--- src/rtl/can_bt_pkg.sv ---
package can_bt_pkg;
   typedef enum logic [1:0] {
      SEG_SYNC = 2'd0,
      SEG_PROP = 2'd1,
      SEG_PH1  = 2'd2,
      SEG_PH2  = 2'd3
   } seg_e;
endpackage

--- src/rtl/can_bt_cfg.sv ---
module can_bt_cfg #(
   parameter int PRESC_W = 8,
   parameter int SEG_W   = 3,
   parameter int SJW_W   = 2,
   parameter int CFG_W   = 32
) (
   input  logic               clk,
   input  logic               rst_n,
   input  logic               freeze,
   input  logic               wr_en,
   input  logic [CFG_W-1:0]   wdata,
   output logic [CFG_W-1:0]   rdata,
   output logic [PRESC_W-1:0] presc,
   output logic [SEG_W-1:0]   prop,
   output logic [SEG_W-1:0]   ph1,
   output logic [SEG_W-1:0]   ph2,
   output logic [SJW_W-1:0]   sjw,
   output logic               err_en,
   output logic               boff_en
);
   localparam int OFS_PROP = 0;
   localparam int OFS_PH1  = SEG_W;
   localparam int OFS_PH2  = 2 * SEG_W;
   localparam int OFS_SJW  = 3 * SEG_W;
   localparam int OFS_PRE  = OFS_SJW + SJW_W;
   localparam int OFS_ERR  = OFS_PRE + PRESC_W;
   localparam int OFS_BOFF = OFS_ERR + 1;

   logic [SEG_W-1:0] ph2_wr;
   assign ph2_wr = (wdata[OFS_PH2 +: SEG_W] == '0) ? SEG_W'(1) : wdata[OFS_PH2 +: SEG_W];

   always_ff @(posedge clk or negedge rst_n) begin
      if (!rst_n) begin
         presc   <= '0;
         prop    <= '0;
         ph1     <= '0;
         ph2     <= SEG_W'(1);
         sjw     <= '0;
         err_en  <= 1'b0;
         boff_en <= 1'b0;
      end else if (wr_en) begin
         err_en  <= wdata[OFS_ERR];
         boff_en <= wdata[OFS_BOFF];
         if (freeze) begin
            presc <= wdata[OFS_PRE  +: PRESC_W];
            prop  <= wdata[OFS_PROP +: SEG_W];
            ph1   <= wdata[OFS_PH1  +: SEG_W];
            ph2   <= ph2_wr;
            sjw   <= wdata[OFS_SJW  +: SJW_W];
         end
      end
   end

   always_comb begin
      rdata                      = '0;
      rdata[OFS_PROP +: SEG_W]   = prop;
      rdata[OFS_PH1  +: SEG_W]   = ph1;
      rdata[OFS_PH2  +: SEG_W]   = ph2;
      rdata[OFS_SJW  +: SJW_W]   = sjw;
      rdata[OFS_PRE  +: PRESC_W] = presc;
      rdata[OFS_ERR]             = err_en;
      rdata[OFS_BOFF]            = boff_en;
   end

   assert_timing_locked_R5: assert property (@(posedge clk) disable iff (!rst_n)
      !freeze |=> $stable({presc, prop, ph1, ph2, sjw}));
   assert_ph2_legal_R6: assert property (@(posedge clk) disable iff (!rst_n)
      ph2 != '0);
endmodule

--- src/rtl/can_bt_presc.sv ---
module can_bt_presc #(
   parameter int PRESC_W = 8
) (
   input  logic               clk,
   input  logic               rst_n,
   input  logic               hold,
   input  logic               restart,
   input  logic [PRESC_W-1:0] div,
   output logic               tick
);
   logic [PRESC_W-1:0] cnt_q;

   assign tick = !hold && (cnt_q == div);

   always_ff @(posedge clk or negedge rst_n) begin
      if (!rst_n)                        cnt_q <= '0;
      else if (hold || restart || tick)  cnt_q <= '0;
      else                               cnt_q <= cnt_q + PRESC_W'(1);
   end

   assert_cnt_bound_R2: assert property (@(posedge clk) disable iff (!rst_n)
      cnt_q <= div);
endmodule

--- src/rtl/can_bt_seq.sv ---
module can_bt_seq
   import can_bt_pkg::*;
#(
   parameter int SEG_W       = 3,
   parameter int SJW_W       = 2,
   parameter int SYNC_STAGES = 2
) (
   input  logic             clk,
   input  logic             rst_n,
   input  logic             hold,
   input  logic             tick,
   input  logic             rx,
   input  logic             bus_idle,
   input  logic [SEG_W-1:0] prop,
   input  logic [SEG_W-1:0] ph1,
   input  logic [SEG_W-1:0] ph2,
   input  logic [SJW_W-1:0] sjw,
   output logic             restart,
   output logic             sample_stb,
   output logic             tx_stb
);
   localparam int QW = SEG_W + 3;

   logic [SYNC_STAGES-1:0] sync_q;
   logic                   rx_prev_q;
   logic                   rx_s;
   logic                   fall;

   for (genvar g = 0; g < SYNC_STAGES; g++) begin : g_sync
      if (g == 0) begin : g_first
         always_ff @(posedge clk or negedge rst_n)
            if (!rst_n) sync_q[g] <= 1'b1;
            else        sync_q[g] <= rx;
      end else begin : g_next
         always_ff @(posedge clk or negedge rst_n)
            if (!rst_n) sync_q[g] <= 1'b1;
            else        sync_q[g] <= sync_q[g-1];
      end
   end

   assign rx_s = sync_q[SYNC_STAGES-1];

   always_ff @(posedge clk or negedge rst_n)
      if (!rst_n) rx_prev_q <= 1'b1;
      else        rx_prev_q <= rx_s;

   assign fall = rx_prev_q && !rx_s;

   seg_e          seg_q;
   logic [QW-1:0] qcnt_q, lim1_q, lim2_q;
   logic          rs_done_q;

   logic [QW-1:0] prop_len, base1, base2, sjw_len, pos, ext, err2, shrink;
   logic [QW-1:0] lim1_n, lim2_n, qnext;
   logic          hard_go, late_go, early_go, seg_end;

   always_comb begin
      prop_len = QW'(prop) + QW'(1);
      base1    = QW'(ph1)  + QW'(1);
      base2    = QW'(ph2)  + QW'(1);
      sjw_len  = QW'(sjw)  + QW'(1);
      qnext    = qcnt_q + QW'(1);
      unique case (seg_q)
         SEG_PROP: pos = qnext;
         SEG_PH1:  pos = qnext + prop_len;
         default:  pos = '0;
      endcase
      ext      = (pos < sjw_len) ? pos : sjw_len;
      err2     = lim2_q - qcnt_q;
      shrink   = (err2 < sjw_len) ? err2 : sjw_len;
      hard_go  = fall && bus_idle && !hold;
      late_go  = fall && !bus_idle && !hold && !rs_done_q &&
                 (seg_q == SEG_PROP || seg_q == SEG_PH1);
      early_go = fall && !bus_idle && !hold && !rs_done_q && (seg_q == SEG_PH2);
      lim1_n   = late_go  ? base1 + ext      : lim1_q;
      lim2_n   = early_go ? lim2_q - shrink  : lim2_q;
      unique case (seg_q)
         SEG_SYNC: seg_end = 1'b1;
         SEG_PROP: seg_end = qnext >= prop_len;
         SEG_PH1:  seg_end = qnext >= lim1_n;
         default:  seg_end = qnext >= lim2_n;
      endcase
   end

   assign restart    = hard_go;
   assign sample_stb = tick && !hard_go && seg_end && (seg_q == SEG_PH1);
   assign tx_stb     = tick && !hard_go && seg_end && (seg_q == SEG_PH2);

   always_ff @(posedge clk or negedge rst_n) begin
      if (!rst_n) begin
         seg_q     <= SEG_SYNC;
         qcnt_q    <= '0;
         lim1_q    <= QW'(1);
         lim2_q    <= QW'(2);
         rs_done_q <= 1'b0;
      end else if (hold || hard_go) begin
         seg_q     <= SEG_SYNC;
         qcnt_q    <= '0;
         rs_done_q <= hard_go;
      end else begin
         lim1_q <= lim1_n;
         lim2_q <= lim2_n;
         if (late_go || early_go) rs_done_q <= 1'b1;
         if (tick) begin
            if (seg_end) begin
               qcnt_q <= '0;
               unique case (seg_q)
                  SEG_SYNC: begin
                     seg_q  <= SEG_PROP;
                     lim1_q <= base1;
                     lim2_q <= base2;
                  end
                  SEG_PROP: seg_q <= SEG_PH1;
                  SEG_PH1:  seg_q <= SEG_PH2;
                  default: begin
                     seg_q     <= SEG_SYNC;
                     rs_done_q <= 1'b0;
                  end
               endcase
            end else begin
               qcnt_q <= qnext;
            end
         end
      end
   end

   assert_ext_cap_R8: assert property (@(posedge clk) disable iff (!rst_n)
      (seg_q != SEG_SYNC) |-> (lim1_q <= base1 + sjw_len));
   assert_shrink_cap_R9: assert property (@(posedge clk) disable iff (!rst_n)
      (seg_q == SEG_PH2) |-> (lim2_q + sjw_len >= base2));
   assert_one_resync_R10: assert property (@(posedge clk) disable iff (!rst_n)
      (seg_q == SEG_PH2 && lim2_q != base2) |-> (lim1_q == base1));
   assert_hard_restart_R7: assert property (@(posedge clk) disable iff (!rst_n)
      hard_go |=> (seg_q == SEG_SYNC && qcnt_q == '0));
endmodule

--- src/rtl/can_bit_timer.sv ---
module can_bit_timer #(
   parameter int PRESC_W     = 8,
   parameter int SEG_W       = 3,
   parameter int SJW_W       = 2,
   parameter int SYNC_STAGES = 2,
   parameter int CFG_W       = 32
) (
   input  logic             clk,
   input  logic             rst_n,
   input  logic             freeze,
   input  logic             cfg_wr,
   input  logic [CFG_W-1:0] cfg_wdata,
   output logic [CFG_W-1:0] cfg_rdata,
   input  logic             rx,
   input  logic             bus_idle,
   input  logic             busoff_evt,
   input  logic             err_evt,
   output logic             tq_tick,
   output logic             sample_stb,
   output logic             tx_stb,
   output logic             busoff_irq,
   output logic             err_irq
);
   localparam int USED_W = 3 * SEG_W + SJW_W + PRESC_W + 2;

   if (USED_W > CFG_W) begin : g_bad_cfg_w
      $error("configuration word too narrow for the fields");
   end
   if (SYNC_STAGES < 2) begin : g_bad_sync
      $error("receive synchroniser needs at least two stages");
   end
   if (SJW_W > SEG_W) begin : g_bad_sjw
      $error("jump width field wider than a segment field");
   end

   logic [PRESC_W-1:0] presc;
   logic [SEG_W-1:0]   prop, ph1, ph2;
   logic [SJW_W-1:0]   sjw;
   logic               err_en, boff_en, restart;

   can_bt_cfg #(.PRESC_W(PRESC_W), .SEG_W(SEG_W), .SJW_W(SJW_W), .CFG_W(CFG_W)) u_cfg (
      .clk(clk), .rst_n(rst_n), .freeze(freeze), .wr_en(cfg_wr), .wdata(cfg_wdata),
      .rdata(cfg_rdata), .presc(presc), .prop(prop), .ph1(ph1), .ph2(ph2), .sjw(sjw),
      .err_en(err_en), .boff_en(boff_en));

   can_bt_presc #(.PRESC_W(PRESC_W)) u_presc (
      .clk(clk), .rst_n(rst_n), .hold(freeze), .restart(restart), .div(presc),
      .tick(tq_tick));

   can_bt_seq #(.SEG_W(SEG_W), .SJW_W(SJW_W), .SYNC_STAGES(SYNC_STAGES)) u_seq (
      .clk(clk), .rst_n(rst_n), .hold(freeze), .tick(tq_tick), .rx(rx),
      .bus_idle(bus_idle), .prop(prop), .ph1(ph1), .ph2(ph2), .sjw(sjw),
      .restart(restart), .sample_stb(sample_stb), .tx_stb(tx_stb));

   assign busoff_irq = busoff_evt && boff_en;
   assign err_irq    = err_evt && err_en;

   assert_strobe_on_tick_R3: assert property (@(posedge clk) disable iff (!rst_n)
      (sample_stb || tx_stb) |-> tq_tick);
   assert_strobes_apart_R3: assert property (@(posedge clk) disable iff (!rst_n)
      sample_stb |-> !tx_stb);
   assert_freeze_quiet_R4: assert property (@(posedge clk) disable iff (!rst_n)
      freeze |-> (!tq_tick && !sample_stb && !tx_stb));
endmodule

--- config.mk ---
export PLATFORM = sky130hd
export DESIGN_NAME = can_bit_timer
export DESIGN_NICKNAME = d
export VERILOG_FILES = /design/src/rtl/can_bt_pkg.sv /design/src/rtl/can_bt_cfg.sv /design/src/rtl/can_bt_presc.sv /design/src/rtl/can_bt_seq.sv /design/src/rtl/can_bit_timer.sv
export SDC_FILE = /design/constraint.sdc
export NUM_CORES = 1
export LEC_CHECK = 0
export ABC_AREA = 1
export BUFFER_PORTS_ARGS = -buffer_cell sky130_fd_sc_hd__buf_4
export CAP_MARGIN = 10
export CORE_MARGIN = 3
export CORE_UTILIZATION = 40
export CTS_CLUSTER_SIZE = 20
export DETAILED_ROUTE_END_ITERATION = 6
export SLEW_MARGIN = 10
export SYNTH_ARGS = -nofsm -noshare
export SYNTH_HDL_FRONTEND = slang
export SYNTH_SLANG_ARGS = --single-unit
export TNS_END_PERCENT = 50
--- constraint.sdc ---
create_clock -name clk -period 4.8 [get_ports clk]
set_clock_uncertainty 0.05 [all_clocks]
set_input_delay 0 -clock clk [delete_from_list [all_inputs] [get_ports clk]]
set_output_delay 0 -clock clk [all_outputs]
set_load 0.01 [all_outputs]
==> results.md, run 1 <==
- Run status: finished with violations
- Violated checks: negative setup slack
- #FFs+latches synth: 53
- RD Place Congestion: between 0.8 and 0.9
- Post-synth EDFFs: 0
- Kind of critical path: reg2out
- GRT Resource Usage Total: 21.32%
- Cell at the slowest stage of the critical path: fa_1
- Total core area: roughly 10000 um^2
- RSZ-0062 raised after global routing: yes
- Initial antenna violation count: 0
- Initial Utilization: between 40% and 50%
- Area delta synth->final: 35.20%
- Cell Area, Synth: between 4000 and 5000 um^2
- Root Buffer: clkbuf_8
- CTS H-tree lvls: 2
- CTS tree: done
- Total congestion overflow: 0
- 1st-iter DRT viols: 206
- Pre-antenna DRT Iters: 5
- Met1 Usage GRT: between 20 and 30%
- Vias: between 4000 and 5000
- Layout cells sized above 1: a little over a quarter
- Clock sinks: 53
- Fin worst setup slack: -282.4 ps
- Synth unique cells: between 40 and 50
- Global-route wire length before repair: between 15 and 20 mm
- Most frequent cell after synthesis: nand2_1
- Post-Syn Area per Cell: between 7 and 8 um^2
- Minimum clock period: around 5100 ps
- Clock insertion delay at the later pin of the skew report: approximately 320 ps
- Yosys Warn Count: 0
- CP Max Fanout: 5
- CTS Buf Count: 5
- Setup crit end kind: output pin
- Peak supply drop: 0.1693 mV
- Placed insts: 764
- IO Port Bufs: between 50 and 60
- Slowest cell delay on critical path: roughly 460 ps
- Arrival @ worst endpoint: roughly 5000 ps
- PD cells: 319.8 nW/um^2
- # rows: 36
- Fin cells: just over 800
- Fin. Hold Viols: 0
- Die H: ~110 um
- Max-cap check violation count: 0
- GR Layer Usage met3: under 10%
- Met2 usage: 36.80%
- Number of global-route vias before repair: slightly above 4000
- Max Root-Sink Buffers: 2
- Ys async rst share: 100.0%
- Post-Route WL: approximately 12 mm
- Worst-Margin Slew: around 900 ps
- Final Core Density: between 50 and 60%
- Post-route ant nets: 0
- N_diodes: 0
- Post-DP Area: 4865 um^2
- Final Cell Area: 5685 um^2
- Setup crit start kind: flop
- Final setup violation count: 23
- Sequential area share after synthesis: roughly a third
- Post-place setup slack: -299.7 ps
- Final nets: 782
- Detailed placer's ending HPWL: 8.551 mm
- Worst-path clk slew: about 100 ps
- Largest area contributor in the netlist: dfrtp_1
- Period utilisation layout: 105.9%
- Vias per cell: about 4.9
- Area contributors post-synth: dfrtp_1 (28%), nand2_1 (14%), ha_1 (14%), inv_1 (6.4%), nand3_1 (4.2%)
- DR WL/cell: about 15 um
- Fillers: approximately 920
- Final Max Tran Viols: 0
- Die width: around 110 um
- Ports: 77
- Die area: roughly 12000 um^2
- WP data required: ~4800 ps
- Fmax: 196.8 MHz
- # DRC: 0
- Max-Slew Margin vs Limit: between 30% and 40%
- Post-synth top area share: about 28%
- Post-synth top cells: nand2_1 (158), inv_1 (72), dfrtp_1 (47), ha_1 (47), nand3_1 (35)
- Crit-path most repeated cell: ha_1
- Worst min path class: in2async
- Ys flop type: dfrtp_1
- Leak: 0.002956 uW
- Grt peak-use layer: met2
- Synthesized netlist cell count: 562
- Largest net degree at the start of global routing: 54
==> area by class of cell <==
cell class / count / area [um^2] / area share, %
Sequential cell: 53 / 1334 / 23.46
Tap cell: 133 / 166.4 / 2.927
Clock buffer: 6 / 72.57 / 1.276
Inverter: 77 / 291.5 / 5.128
Clock inverter: 2 / 38.79 / 0.6822
Timing Repair Buffer: 131 / 1087 / 19.12
Multi-Input combinational cell: 423 / 2695 / 47.40
==> worst max-delay path, delay by kind of cell (launching register included) <==
kind / cells / cell delay [ps]
buf+inv: 7 / 710
flops: 1 / 390
compound gates: 6 / 860
fa+ha+maj: 5 / 1470
simple gates: 11 / 1310
==> cells in the final DEF (no fill, tap or decap), types with 4 or more instances in the layout <==
| cell | n |
|---|---|
| buf_4 | 94 |
| clkbuf_8 | 5 |
| dfrtp_1 | 47 |
| nand3_1 | 31 |
| ha_1 | 42 |
| nor2_2 | 4 |
| o21ai_2 | 4 |
| a21oi_2 | 7 |
| dlygate4sd3_1 | 28 |
| a21oi_1 | 14 |
| nor3_2 | 4 |
| nor3_1 | 4 |
| nand3_2 | 5 |
| o21ai_0 | 16 |
| nand2_2 | 11 |
| nor2_1 | 29 |
| dfstp_2 | 6 |
| inv_2 | 6 |
| conb_1 | 14 |
| inv_1 | 69 |
| nand4_1 | 10 |
| nand2_1 | 149 |
| xnor2_1 | 9 |
| xor2_1 | 8 |
| o21ai_1 | 20 |
| buf_6 | 9 |
==> timing repair <==
item | 4_1_cts | 5_1_grt
endpoints found under the hold margin | 70 | 0
setup buffers | 14 | 11
pin swaps | 27 | 36
hold buffers | 28 | 0
cloned | 1 | 0
resized for setup | 45 | 31
setup endpoints to repair | 22 | 23
==> logic make-up after synthesis <==
family	synth area share [%]
AO/OA/AOI/OAI	9.402
XOR/XNOR	3.749
adder cells (fa/ha/maj)	15.89
buffers and inverters	10.32
flip-flops	31.72
multiplexers	0.5355
other	0.1786
AND/OR/NAND/NOR	28.21
==> registers in the layout, indices dropped and copies added (netlist names), 2 cells and up <==
register	count
u_presc.cnt_q	8
u_seq.lim2_q	6
u_cfg.ph2	3
u_cfg.sjw	2
u_seq.seg_q	2
u_cfg.prop	3
u_cfg.ph1	3
u_cfg.presc	8
u_seq.lim1_q	6
u_seq.qcnt_q	6
==> layer usage <==
layer | vias up | routed length (um)
met5 | - | 0
met4 | 0 | 183
met3 | 15 | 734
met2 | 121 | 5861
met1 | 1905 | 5226
li1 | 2042 | -
==> power breakdown <==
| part | switching, uW | internal [uW] |
|---|---|---|
| Combinational | 467 | 487 |
| Sequential | 46.2 | 498 |
| Clock | 162 | 157 |
| Total | 676 | 1140 |
==> stage by stage <==
step | setup TNS, ps | total power, uW | hold slack [ps]
final | -3279 | 1818 | 216.9
after global routing | -10590 | 1951 | 263.0
after CTS | -3726 | 1712 | 212.3
after detailed placement | -5444 | 1227 | 55.97
after global placement | -989.3 | 1206 | 53.74
after floorplan | 0 | 993.9 | -345.6
==> final timing paths <==
check	slack, ps	from	cells past startpoint	to
worst min register to register	310	u_seq.sync_q[0]	0	u_seq.rx_s
worst min-delay path	220	rst_n	2	u_seq.seg_q[0]
max in group asynchronous	4020	rst_n	2	u_cfg.prop[0]
worst max register to register	-230	u_seq.lim2_q[0]	31	u_seq.rs_done_q
min in group clk	220	busoff_evt	4	busoff_irq
worst max-delay path	-280	u_seq.lim2_q[0]	29	sample_stb
No activity file was read; power rests on OpenSTA's default activity.
==> run 2: changes to the inputs <==
--- a/config.mk
+++ b/config.mk
@@ -8,10 +8,12 @@
 export ABC_AREA = 1
 export BUFFER_PORTS_ARGS = -buffer_cell sky130_fd_sc_hd__buf_4
 export CAP_MARGIN = 10
-export CORE_MARGIN = 3
+export CORE_MARGIN = 1
 export CORE_UTILIZATION = 40
 export CTS_CLUSTER_SIZE = 20
 export DETAILED_ROUTE_END_ITERATION = 6
+export PLACE_DENSITY = 0.62
+export SKIP_LAST_GASP = 1
 export SLEW_MARGIN = 10
 export SYNTH_ARGS = -nofsm -noshare
 export SYNTH_HDL_FRONTEND = slang
==> run 2 against run 1 <==
  * The run still ends with negative setup slack left
  * Highest routed layer unchanged
  * Critical path depth grew 5
  * Core utilization shrank 2.3 points
  * Maximum frequency grew 2.8%
  * Largest cell class unchanged
  * Combinational power shrank 13%
  * Critical path type unchanged
==> results.md, run 2 (synthesis gave the netlist of run 1 again) <==
- CP Max Fanout: 4 (-1)
- Post-Route WL: 11.30 mm (-5.8%)
- Fin. Hold Viols: 0 (unchanged)
- Peak supply drop: 0.1750 mV (+3.3%)
- Placed insts: 764 (unchanged)
- Root Buffer: clkbuf_8
- Most frequent cells in the layout: nand2_1 (147), buf_4 (90), inv_1 (69)
- CTS tree: done
- Largest net degree at the start of global routing: 54 (unchanged)
- Pre-antenna DRT Iters: 4 (-1)
- Die H: 104.5 um (-3.7%)
- Max-cap check violation count: 0 (unchanged)
- Final nets: 772 (-1.3%)
- N_diodes: 0 (unchanged)
- Clock sinks: 53 (unchanged)
- Run status: finished with violations
- Crit path buf inv count: 12 (+5)
- Vias per cell: 4.919 (-0.60%)
- Total congestion overflow: 0 (unchanged)
- Area delta synth->final: 33.23%
- Gate power share: 48.9% (-3.6 points)
- Die area: 10930 um^2 (-7.2%)
- IO Port Bufs: 54 (unchanged)
- Worst-Margin Slew: 786.6 ps (-113.6 ps)
- 1st-iter DRT viols: 157 (-24%)
- Worst-path clk slew: 110 ps (about the same)
- Internal Pwr Total: 1053 uW (-7.9%)
- CP top delay family: adder cells
- Final Cell Area: 5603 um^2 (-1.5%)
- Met2 usage: 40.54% (+3.7 points)
- Violated checks: negative setup slack
- Reg power frac: 32.4% (+2.4 points)
- Max Root-Sink Buffers: 2 (unchanged)
- Detailed placer's ending HPWL: 8.303 mm (-2.9%)
- Commonest non-fill, non-tap cell in the layout: nand2_1
- Leak: 0.002864 uW (-3.1%)
- Clock share of power: 18.7% (+1.1 points)
- Setup TNS: -837.2 ps (+2442 ps)
- Initial antenna violation count: 0 (unchanged)
- # rows: 37 (+2.8%)
- # DRC: 0 (unchanged)
- Final Max Tran Viols: 0 (unchanged)
- Fin worst setup slack: -142.9 ps (+139.6 ps)
- CTS Buf Count: 5 (unchanged)
- Arrival @ worst endpoint: 4890 ps (-140 ps)
- Final setup violation count: 19 (-17%)
- Sw Ratio: 37.61% (+0.46 points)
- Global-route wire length before repair: 19.46 mm (-1.8%)
- WP data required: 4750 ps (about the same)
- Vias: 4024 (-1.4%)
- Grt peak-use layer: met2
- Period utilisation layout: 103.0% (-2.9 points)
- Worst min path class: in2async
- CTS H-tree lvls: 2 (unchanged)
- Layout cells sized above 1: 25.95% (-0.64 points)
- Met1 Usage GRT: 27.12% (-0.37 points)
- Fmax: 202.3 MHz (+2.8%)
- Setup crit start kind: flop
- Ports: 77 (unchanged)
- DR WL/cell: 13.82 um (-5.0%)
- RSZ-0062 raised after global routing: yes
- Cell at the slowest stage of the critical path: fa_1
- Die width: 104.5 um (-3.7%)
- RD Place Congestion: 0.8663 (-0.36%)
- Slowest cell delay on critical path: 540 ps (+80 ps)
- Post-DP Area: 4846 um^2 (-0.39%)
- Post-route ant nets: 0 (unchanged)
- Largest regs: u_cfg.presc x8, u_presc.cnt_q x8
- Kind of critical path: reg2out
- Number of global-route vias before repair: 4239 (+4.2%)
- Minimum clock period: 4943 ps (-139.6 ps)
- Fin cells: 818 (-0.85%)
- Total core area: 10280 um^2 (+2.8%)
- Initial Utilization: 40.92% (-1.1 points)
- PD cells: 301.2 nW/um^2 (-5.8%)
- GR Layer Usage met3: 2.620% (-1.4 points)
- GRT Resource Usage Total: 22.30% (+0.97 points)
- Max-Slew Margin vs Limit: 47.27% (+7.6 points)
- Clock insertion delay at the later pin of the skew report: 320 ps (about the same)
- Net Switching: 634.8 uW (-6.0%)
- Setup crit end kind: output pin
-- run 2: changes by cell type in the layout (fill, tap and decap cells not counted), moves of 2 or more --
cell	change
nand2_2	+4
buf_6	-6
nand3_2	-3
nand3_1	+3
ha_1	-3
ha_4	+3
o21ai_0	+2
o21ai_2	-2
fa_2	+2
buf_4	-4
nand2_1	-2
fa_1	-2
-- run 2: cell type report --
cell class | instances | area (um^2)
timing repair buffer | 121 | 989.7
clock buffer | 5 | 68.82
clock inverter | 3 | 46.29
multi-input combinational | 423 | 2705
inverter | 77 | 289.0
tap | 136 | 170.2
fill | 951 | 4674
sequential | 53 | 1334
-- run 2: layer usage --
metal	up-vias	share of wire (%)	routed length, um
met5	-	0	0
met4	0	1.6	182
met3	14	4.2	471
met2	95	50	5688
met1	1891	44	4962
li1	2024	-	-
-- run 2: power by group through the flow --
stage	logic [uW]	clock network (uW)	registers [uW]
2_1_floorplan	443	0	551
3_3_place_gp	666	0	552
3_5_place_dp	686	0	554
4_1_cts	769	324	547
5_1_grt	940	337	555
6_report	826	315	547
-- run 2: timing repair --
item,CTS,global route
buffers inserted,14,3
hold buffers,28,0
setup endpoints to repair,22,23
gates resized for setup,42,24
cloned,1,0
pin swaps,26,24
endpoints found under the hold margin,70,0
-- run 2: final timing paths --
kind	endpoint	slack, ps	start	cells past startpoint
max	sample_stb	-140	u_seq.qcnt_q[0]	34
max reg2reg	u_seq.lim2_q[0]	-70	u_seq.qcnt_q[0]	28
min in group clk	err_irq	210	err_evt	4
max in group asynchronous	u_seq.lim1_q[3]	4030	rst_n	2
min	u_presc.cnt_q[0]	190	rst_n	2
min reg2reg	u_seq.rx_prev_q	330	u_seq.rx_s	0
-- run 2: stage by stage --
stage               setup WS [ps]  hold WS, ps  total power (uW)  utilization [%]
finish                     -142.9        191.5              1688            54.52
detailed placement         -221.1        37.27              1240            47.15
global route               -424.3        243.8              1832            54.52
CTS                        -178.1        215.9              1640            53.64
floorplan                   83.67       -345.6             993.9                -
global placement           -63.83        31.52              1218            47.15
